--- src/rtl/wrs_pkg.sv ---
package wrs_pkg;
  localparam logic [1:0] RESP_OKAY = 2'b00;
endpackage

--- src/rtl/wrs_free_find.sv ---
module wrs_free_find #(
  parameter int N  = 4,
  parameter int IW = 2
) (
  input  logic [N-1:0]  busy,
  output logic          found,
  output logic [IW-1:0] idx
);
  always_comb begin
    found = 1'b0;
    idx   = '0;
    for (int i = N - 1; i >= 0; i--) begin
      if (!busy[i]) begin
        found = 1'b1;
        idx   = IW'(i);
      end
    end
  end
endmodule

--- src/rtl/wrs_picker.sv ---
module wrs_picker #(
  parameter int N     = 4,
  parameter int IDW   = 4,
  parameter int AW    = 2,
  parameter int DEPTH = 2
) (
  input  logic [N-1:0]   vld,
  input  logic [N-1:0]   done,
  input  logic [IDW-1:0] ids  [N],
  input  logic [AW-1:0]  ages [N],
  input  logic [AW-1:0]  sel,
  output logic           ok,
  output logic [AW-1:0]  slot
);
  logic [N-1:0] elig;
  logic [N-1:0] older_same;
  logic         req_hit;
  logic [AW-1:0] req_slot;
  logic         old_hit;
  logic [AW-1:0] old_slot;

  generate
    for (genvar g = 0; g < N; g++) begin : g_elig
      always_comb begin
        older_same[g] = 1'b0;
        for (int j = 0; j < N; j++) begin
          if (j != g && vld[j] && ids[j] == ids[g] && ages[j] < ages[g])
            older_same[g] = 1'b1;
        end
        elig[g] = vld[g] && done[g] && (int'(ages[g]) < DEPTH) && !older_same[g];
      end
    end
  endgenerate

  always_comb begin
    req_hit  = 1'b0;
    req_slot = '0;
    old_hit  = 1'b0;
    old_slot = '0;
    for (int i = 0; i < N; i++) begin
      if (elig[i] && ages[i] == sel) begin
        req_hit  = 1'b1;
        req_slot = AW'(i);
      end
      if (elig[i] && (!old_hit || ages[i] < ages[old_slot])) begin
        old_hit  = 1'b1;
        old_slot = AW'(i);
      end
    end
    ok   = req_hit || old_hit;
    slot = req_hit ? req_slot : old_slot;
  end
endmodule

--- src/rtl/wresp_sched.sv ---
module wresp_sched
  import wrs_pkg::*;
#(
  parameter int SLOTS = 4,
  parameter int ID_W  = 4,
  parameter int DEPTH = 2,
  localparam int AGE_W = (SLOTS > 1) ? $clog2(SLOTS) : 1
) (
  input  logic             clk,
  input  logic             rst,
  input  logic             aw_valid,
  output logic             aw_ready,
  input  logic [ID_W-1:0]  aw_id,
  input  logic             w_valid,
  output logic             w_ready,
  input  logic             w_last,
  input  logic [AGE_W-1:0] sel_age,
  output logic             b_valid,
  input  logic             b_ready,
  output logic [ID_W-1:0]  b_id,
  output logic [1:0]       b_resp
);
  localparam int CNT_W = $clog2(SLOTS + 1);

  logic [SLOTS-1:0] vld;
  logic [SLOTS-1:0] done;
  logic [ID_W-1:0]  ids  [SLOTS];
  logic [AGE_W-1:0] ages [SLOTS];
  logic [CNT_W-1:0] count;
  logic [AGE_W-1:0] b_slot;
  logic [ID_W-1:0]  b_id_q;

  logic             free_ok;
  logic [AGE_W-1:0] new_slot;
  logic             pend_ok;
  logic [AGE_W-1:0] pend_slot;
  logic [AGE_W-1:0] w_tgt;
  logic             pick_ok;
  logic [AGE_W-1:0] pick_slot;
  logic             aw_fire, w_fire, b_fire;

  wrs_free_find #(.N(SLOTS), .IW(AGE_W)) u_free (
    .busy (vld),
    .found(free_ok),
    .idx  (new_slot)
  );

  wrs_picker #(.N(SLOTS), .IDW(ID_W), .AW(AGE_W), .DEPTH(DEPTH)) u_pick (
    .vld  (vld),
    .done (done),
    .ids  (ids),
    .ages (ages),
    .sel  (sel_age),
    .ok   (pick_ok),
    .slot (pick_slot)
  );

  // oldest transaction still collecting data
  always_comb begin
    pend_ok   = 1'b0;
    pend_slot = '0;
    for (int i = 0; i < SLOTS; i++) begin
      if (vld[i] && !done[i] && (!pend_ok || ages[i] < ages[pend_slot])) begin
        pend_ok   = 1'b1;
        pend_slot = AGE_W'(i);
      end
    end
  end

  assign aw_ready = free_ok;
  assign aw_fire  = aw_valid && aw_ready;
  assign w_ready  = pend_ok || aw_fire;
  assign w_fire   = w_valid && w_ready;
  assign w_tgt    = pend_ok ? pend_slot : new_slot;
  assign b_fire   = b_valid && b_ready;
  assign b_id     = b_id_q;
  assign b_resp   = RESP_OKAY;

  always_ff @(posedge clk) begin
    if (rst) begin
      vld     <= '0;
      done    <= '0;
      count   <= '0;
      b_valid <= 1'b0;
      b_slot  <= '0;
      b_id_q  <= '0;
    end else begin
      for (int i = 0; i < SLOTS; i++) begin
        if (b_fire && vld[i] && ages[i] > ages[b_slot])
          ages[i] <= ages[i] - 1'b1;
      end
      if (b_fire) begin
        vld[b_slot]  <= 1'b0;
        done[b_slot] <= 1'b0;
        b_valid      <= 1'b0;
      end
      if (aw_fire) begin
        vld[new_slot]  <= 1'b1;
        done[new_slot] <= 1'b0;
        ids[new_slot]  <= aw_id;
        ages[new_slot] <= AGE_W'(count - CNT_W'(b_fire));
      end
      if (w_fire && w_last)
        done[w_tgt] <= 1'b1;
      count <= count + CNT_W'(aw_fire) - CNT_W'(b_fire);
      if (!b_valid && pick_ok) begin
        b_valid <= 1'b1;
        b_slot  <= pick_slot;
        b_id_q  <= ids[pick_slot];
      end
    end
  end

  // same-ID older entry still waiting behind the one being answered
  logic older_same_b;
  always_comb begin
    older_same_b = 1'b0;
    for (int j = 0; j < SLOTS; j++) begin
      if (vld[j] && AGE_W'(j) != b_slot && ids[j] == ids[b_slot] && ages[j] < ages[b_slot])
        older_same_b = 1'b1;
    end
  end

  AST_NO_OVERFLOW: assert property (@(posedge clk) disable iff (rst)
    int'(count) <= SLOTS) else $error("outstanding count above limit");
  AST_W_HAS_ADDR: assert property (@(posedge clk) disable iff (rst)
    w_valid && w_ready |-> (count != '0) || aw_valid) else $error("data without address");
  AST_RESP_AFTER_LAST: assert property (@(posedge clk) disable iff (rst)
    b_valid |-> vld[b_slot] && done[b_slot]) else $error("response before last beat");
  AST_ID_ORDER: assert property (@(posedge clk) disable iff (rst)
    b_valid |-> !older_same_b) else $error("same-ID order broken");
  AST_IN_WINDOW: assert property (@(posedge clk) disable iff (rst)
    b_valid |-> int'(ages[b_slot]) < DEPTH) else $error("answer outside window");
  AST_B_STABLE: assert property (@(posedge clk) disable iff (rst)
    b_valid && !b_ready |=> b_valid && $stable(b_id)) else $error("B channel changed while stalled");
endmodule

--- config.mk ---
export PLATFORM = sky130hd
export DESIGN_NAME = wresp_sched
export DESIGN_NICKNAME = d
export VERILOG_FILES = /design/src/rtl/wrs_pkg.sv /design/src/rtl/wrs_free_find.sv /design/src/rtl/wrs_picker.sv /design/src/rtl/wresp_sched.sv
export SDC_FILE = /design/constraint.sdc
export NUM_CORES = 1
export LEC_CHECK = 0
export BUFFER_PORTS_ARGS = -buffer_cell sky130_fd_sc_hd__buf_2
export CAP_MARGIN = 10
export CORE_MARGIN = 2
export CORE_UTILIZATION = 60
export DETAILED_ROUTE_END_ITERATION = 8
export HOLD_SLACK_MARGIN = 0.03
export PLACE_DENSITY = 0.83
export SLEW_MARGIN = 20
export SYNTH_ARGS = -nofsm -noshare
export SYNTH_HDL_FRONTEND = slang
export SYNTH_SLANG_ARGS = --single-unit
--- constraint.sdc ---
create_clock -name clk -period 5.9 [get_ports clk]
set_clock_uncertainty 0.15 [all_clocks]
set_input_delay 1.77 -clock clk [delete_from_list [all_inputs] [get_ports clk]]
set_output_delay 1.77 -clock clk [all_outputs]
set_load 0.02 [all_outputs]
==> Word level (Yosys, flattened, before mapping) <==
Index checks and enable logic that the tools add are counted.
{ "word_totals": {"ff_bits": 42} }
{ "classes": {"n_addsub": 7, "magnitude_cmp": 38, "eq_ne": 16, "n_mux": 92, "bitwise_logic": 15, "reduce_logical": 92} }
{ "op_table": {"columns": ["operator", "count"], "rows": [
  ["1-bit logical AND", 67],
  ["2-bit 2-to-1 mux", 31],
  ["4-bit == test", 12],
  ["4-bit 2-to-1 mux", 11],
  ["1-bit 2-to-1 mux", 36],
  ["2-bit < comparator", 16],
  ["3-bit greater-or-equal comparator (second input constant)", 7],
  ["2-bit binary-select mux with 2-bit select", 5],
  ["2-bit inverter with 3-bit output", 6],
  ["16-bit bitwise mux", 1],
  ["1-bit zero test", 15],
  ["4-bit bitwise AND", 3],
  ["2-bit by 3-bit < comparator with 1-bit output (second input constant)", 3],
  ["4-bit binary-select mux with 2-bit select", 1],
  ["8-bit bitwise mux", 1],
  ["4-bit demux with 2-bit select", 1],
  ["2-bit == test", 4],
  ["2-bit greater-than comparator", 4],
  ["1-bit logical OR", 8],
  ["2-bit < comparator (second input constant)", 4],
  ["8-bit 2-to-1 mux", 1],
  ["4-bit inverter", 2],
  ["4-bit bitwise OR", 2],
  ["2-bit by 1-bit subtractor with 2-bit output (second input constant)", 4],
  ["other kinds (11)", 15]
]} }

==> Longest topological paths before layout <==
{ "logic_depth": {"word_depth": 34, "mapped_depth": 20, "mapped_depth_nobuf": 19} }

==> By module <==
From an unflattened synthesis, not the netlist that was laid out.
{ "hier_totals": {"hier_cells": 368, "hier_area_um2": 3304.4} }
{ "by_module_without_submodules": {"columns": ["module", "instances", "cells_each", "area_per_inst_um2", "seq_area_each_um2"], "rows": [
  ["wresp_sched", 1, 226, 2283.4, 1061.0],
  ["wrs_picker", 1, 137, 992.2, 0.0],
  ["wrs_free_find", 1, 5, 28.8, 0.0]
]} }

==> Worst setup path after synthesis <==
Ideal clock, no wire load.
{ "synth_timing": {"path_kind": "register to register", "startpoint": "register ages[3] (netlist name)", "endpoint": "register b_id_q[1] (netlist: b_id[1])", "setup_time_ns": 0.128, "arrival_time_ns": 4.026, "required_time_ns": 5.622, "setup_slack_ns": 1.596, "path_stages_with_launch": 20, "path_buffers": 1, "cell_sequence": "edfxtp_1 inv_1 ha_1 nor2b_1 o2111a_1 nor4_4 nand2b_1 ha_1 nand2b_1 nor4b_1 nor2_1 nand3b_1 ha_1 or2_2 or3_1 o31ai_2 a31o_1 buf_6 mux2i_1 o211ai_1"} }
{ "synth_between": {"elab_chain_cells": 32} }
{ "synth_lines": {"columns": ["item", "line", "source"], "rows": [
  ["start, declared", "wresp_sched.sv:28", "logic [AGE_W-1:0] ages [SLOTS];"],
  ["start signal, assigned by index", "wresp_sched.sv:90", "ages[i] <= ages[i] - 1'b1;"],
  ["start signal, assigned by index", "wresp_sched.sv:101", "ages[new_slot] <= AGE_W'(count - CNT_W'(b_fire));"],
  ["2-bit < comparator", "wrs_picker.sv:27", "if (j != g && vld[j] && ids[j] == ids[g] && ages[j] < ages[g])"],
  ["1-bit logical AND", "wrs_picker.sv:27", null],
  ["1-bit 2-to-1 mux (2 in series)", "wrs_picker.sv:27", null],
  ["1-bit zero test", "wrs_picker.sv:30", "elig[g] = vld[g] && done[g] && (int'(ages[g]) < DEPTH) && !older_same[g];"],
  ["1-bit logical AND", "wrs_picker.sv:30", null],
  ["1-bit 2-to-1 mux", "wrs_picker.sv:45", "if (elig[i] && (!old_hit || ages[i] < ages[old_slot])) begin"],
  ["1-bit zero test", "wrs_picker.sv:45", null],
  ["1-bit logical OR", "wrs_picker.sv:45", null],
  ["[... 14 more ...]", null, null],
  ["2-bit < comparator", "wrs_picker.sv:45", null],
  ["1-bit logical OR", "wrs_picker.sv:45", null],
  ["1-bit logical AND", "wrs_picker.sv:45", null],
  ["2-bit 2-to-1 mux", "wrs_picker.sv:45", null],
  ["2-bit 2-to-1 mux", "wrs_picker.sv:51", "slot = req_hit ? req_slot : old_slot;"],
  ["2-bit inverter with 3-bit output (not written as such)", "wresp_sched.sv:109", "b_id_q <= ids[pick_slot];"],
  ["4-bit binary-select mux with 2-bit select", "wresp_sched.sv:109", null],
  ["4-bit 2-to-1 mux (not written as such) (2 in series)", "wresp_sched.sv:109", null],
  ["end signal, assigned", "wresp_sched.sv:109", null],
  ["end, declared", "wresp_sched.sv:31", "logic [ID_W-1:0] b_id_q;"]
]} }
Several ways; a longest one is shown, not always the timed one. The select of a mux whose other input is x is not followed.
A chain may end at the register's enable or synchronous reset.

==> Worst setup path after layout <==
{ "layout_timing": {"startpoint": "register ages[1] (netlist name)", "endpoint": "register b_id_q[2] (netlist: b_id[2])"} }
{ "layout_between": {"elab_chain_cells": 31} }
{ "layout_lines": {"columns": ["item", "line"], "rows": [
  ["2-bit < comparator", "wrs_picker.sv:27"],
  ["1-bit logical AND", "wrs_picker.sv:27"],
  ["1-bit 2-to-1 mux", "wrs_picker.sv:27"],
  ["1-bit zero test", "wrs_picker.sv:30"],
  ["1-bit logical AND", "wrs_picker.sv:30"],
  ["1-bit 2-to-1 mux", "wrs_picker.sv:45"],
  ["1-bit zero test", "wrs_picker.sv:45"],
  ["1-bit logical OR", "wrs_picker.sv:45"],
  ["[... 14 more ...]", null],
  ["2-bit < comparator", "wrs_picker.sv:45"],
  ["1-bit logical OR", "wrs_picker.sv:45"],
  ["1-bit logical AND", "wrs_picker.sv:45"],
  ["2-bit 2-to-1 mux", "wrs_picker.sv:45"],
  ["2-bit 2-to-1 mux", "wrs_picker.sv:51"],
  ["2-bit inverter with 3-bit output (not written as such)", "wresp_sched.sv:109"],
  ["4-bit binary-select mux with 2-bit select", "wresp_sched.sv:109"],
  ["4-bit 2-to-1 mux (not written as such) (2 in series)", "wresp_sched.sv:109"]
]} }
Several ways; a longest one is shown, not always the timed one. The select of a mux whose other input is x is not followed.

==> impl_metrics.env <==
export IMPL_routed_wl_mm=7.92
export IMPL_cp_num_buf_inv=1
export IMPL_crit_fanout=10
export IMPL_start_util_pct=61.4
export IMPL_area_growth_pct=6.41
export IMPL_io_pin_count=21
export IMPL_antenna_found_initial=0
export IMPL_firstDrtPassIters=4
export IMPL_regToRegStartpoint="ages[1]"
export IMPL_r2r_setup_slack_ns=0.95
export IMPL_cts_root_buf="clkbuf_8"
export IMPL_synth_seq_cells=41
export IMPL_cap_violations=0
export IMPL_drt_iter0_markers=300
export IMPL_gp_congestion=0.997
export IMPL_synth_cell_type_count=65
export IMPL_portBuffers=18
export IMPL_ctsResizeCount=0
export IMPL_grt_max_degree=20
export IMPL_p_total_uw=675
export IMPL_cts_setup_buffers=0
export IMPL_synth_edf_count=24
export IMPL_whs_path_depth=2
export IMPL_synth_async_sr_flop_share_pct=0
export IMPL_period_share_pct=83.8
export IMPL_synth_top_area_cell="edfxtp_1"
export IMPL_synth_most_common_cell="nand2_1"
export IMPL_peakVddDrop_mv=0.170
export IMPL_cp_start_kind="register"
export IMPL_grt_first_pass_wirelength_mm=13.3
export IMPL_end_kind="register"
export IMPL_fin_crit_ns=4.95
export IMPL_arrival_ns=5.00
export IMPL_tritoncts="yes"
export IMPL_ff2ff_path_depth=18
export IMPL_cpMostUsedCell="ha_1"
export IMPL_cpPeakStageDelay_ns=0.60
export IMPL_hp_start="b_id[0]"
export IMPL_finalMaxSlewViolations=0
export IMPL_cp_num_cells=18
export IMPL_path_cells="inv_1, ha_1, a21oi_1, and4b_4, nor4_4, nand2b_1, ha_1, nand2b_1, nor4b_1, nor2_1, nand3b_1, ha_1, or2_2, or3_1, o31ai_2, a31o_1, mux2i_1, o211ai_1"
export IMPL_fmax_mhz=202
export IMPL_diodes=0
export IMPL_dpl_cell_area_um2=3480
export IMPL_routed_via_count=2824
export IMPL_status="completed"
export IMPL_hold_viol=0
export IMPL_fin_util_pct=65.3
export IMPL_drc=0
export IMPL_vias_per_cell=6.05
export IMPL_synth_top_cells_by_area="edfxtp_1 (21%), dfxtp_1 (10%), ha_1 (10%)"
export IMPL_dieWidth_um=78.8
export IMPL_grt_pass1_vias=2764
export IMPL_fp_row_count=27
export IMPL_cp_data_required_time_ns=5.95
export IMPL_dieArea_um2=6210
export IMPL_ys_warn_count=0
export IMPL_relSlewSlack_pct=51.1
export IMPL_setup_viol=0
export IMPL_finalSetupTns_ns=0
export IMPL_design_area_um2=3570
export IMPL_clock_sinks=41
export IMPL_rsz0062_at_grt="no"
export IMPL_path_clk_slew_ns=0.10
export IMPL_netlist_area_leader_share_pct=21.5
export IMPL_yosys_top_cells_count="nand2_1 (34), inv_1 (28), ha_1 (27), nor2_1 (26), edfxtp_1 (24)"
export IMPL_cts_buffer_depth=2
export IMPL_core_um2=5470
export IMPL_wire_per_inst_um=17.0
export IMPL_r2r_end="b_id[2]"
export IMPL_syn_area_per_cell_um2=8.82
export IMPL_layout_nets=433
export IMPL_worstMarginPinSlew_ns=0.727
export IMPL_crit_family="simple AND/OR/NAND/NOR gates"
export IMPL_grt_usage_pct=27.5
export IMPL_postSynthCellCount=381
export IMPL_die_y_um=78.8
export IMPL_h_tree_depth=2
export IMPL_hpwlAfterDp_mm=6.23
export IMPL_holdPathEnd="b_id[0]"
export IMPL_ant_nets=0
export IMPL_ctsHoldBuffers=0
export IMPL_ys_seq_area_share_pct=31.6
export IMPL_clk_latency_ns=0.31
export IMPL_synth_area_um2=3360
export IMPL_cts_buffers=5
export IMPL_cp_slowest_cell="edfxtp_1"
export IMPL_p_per_area_nw_per_um2=189
export IMPL_layout_drive_gt1_share_pct=10.4
export IMPL_hold_class="register to register"
export IMPL_dp_slack_ns=0.997
export IMPL_grt_remaining_overflow=0
export IMPL_synth_ff_type="edfxtp_1"
export IMPL_worst_slack_ns=0.955
export IMPL_path_class="register to register"
export IMPL_p_leak_nw=1.41
[layout make-up]
class	count	area [um2]
tap	72	90.1
inverter	30	113
sequential	41	1060
fill	480	1900
clock inverter	3	26.3
timing repair buffer	18	90.1
multi-input combinational	298	2130
clock buffer	5	68.8
[cell families (layout without fill, tap and decap cells)]
logic type	Yosys count	count (layout)	synth area share, %
xor+xnor	39	39	10.2
mux	13	13	4.62
buf+inv	43	56	5.25
simple gates	142	142	22.8
fa+ha+maj	27	27	10.1
other cells	1	2	0.112
compound gates	75	75	15.4
flops	41	41	31.6
[how the worst max path moves through the flow]
stage	startpoint	end	slack (ns)
after global placement	ages[1]	b_id[2]	1.21
after global routing	ages[1]	b_id[0]	0.67
after detailed placement	ages[1]	b_id[2]	1.0
final	ages[1]	b_id[2]	0.95
after CTS	ages[1]	b_id[2]	0.95
after floorplan	ages[3]	b_id[1]	1.60
[metal layers]
layer	vias to the layer above	part of all wire (%)	GRT usage, %
met1	1314	45	38.0
met3	16	7.1	5.45
met5	-	0	0
met2	91	46	43.2
li1	1403	-	-
met4	0	2.2	9.83
[power by group]
part	internal (mW)	switching, mW
clock network	0.0879	0.112
logic	0.0583	0.0793
registers	0.315	0.0219
[worst register-to-register path: stages, from the launching register on]
cell      delay, ns
edfxtp_1       0.60
inv_1          0.14
ha_1           0.33
a21oi_1        0.19
and4b_4        0.24
nor4_4         0.49
nand2b_1       0.20
ha_1           0.22
nand2b_1       0.12
nor4b_1        0.06
nor2_1         0.21
nand3b_1       0.11
ha_1           0.20
or2_2          0.31
or3_1          0.32
o31ai_2        0.28
a31o_1         0.35
mux2i_1        0.24
o211ai_1       0.10
[metrics by stage]
stage          hold slack (ns)  cells
2_1_floorplan            0.306    382
3_3_place_gp             0.313    459
3_5_place_dp             0.327    459
4_1_cts                  0.347    467
5_1_grt                  0.372    467
6_report                 0.342    467
[cell usage in the layout, fill, tap and decap left out, types with 2 or more instances in the layout]
master,instances
o21ai_1,5
nor3b_1,3
nand2_1,34
xor2_1,18
o211ai_1,5
mux2i_1,11
inv_6,3
mux4_2,2
nor3_1,8
a31oi_1,3
ha_1,27
conb_1,2
edfxtp_1,24
xnor2_1,21
buf_2,18
o21a_1,2
or2_2,3
or3_1,5
and2_1,4
or3b_1,2
nor4_1,4
nand2b_1,9
a21oi_1,23
o32ai_1,2
a211oi_1,9
inv_2,2
and3_1,3
nor2b_1,7
or2_1,2
o21ai_0,7
nor2_1,26
inv_1,28
clkbuf_8,5
nand3_1,12
dfxtp_1,17
nand4_1,6
nand3b_1,6
[flip-flops by register name, indices dropped and copies added (netlist names)]
signal / flops
ids: 16
ages: 8
b_id: 4
done: 4
vld: 4
b_slot: 2
count: 2
b_valid: 1
Power figures use the tool's default switching activity.
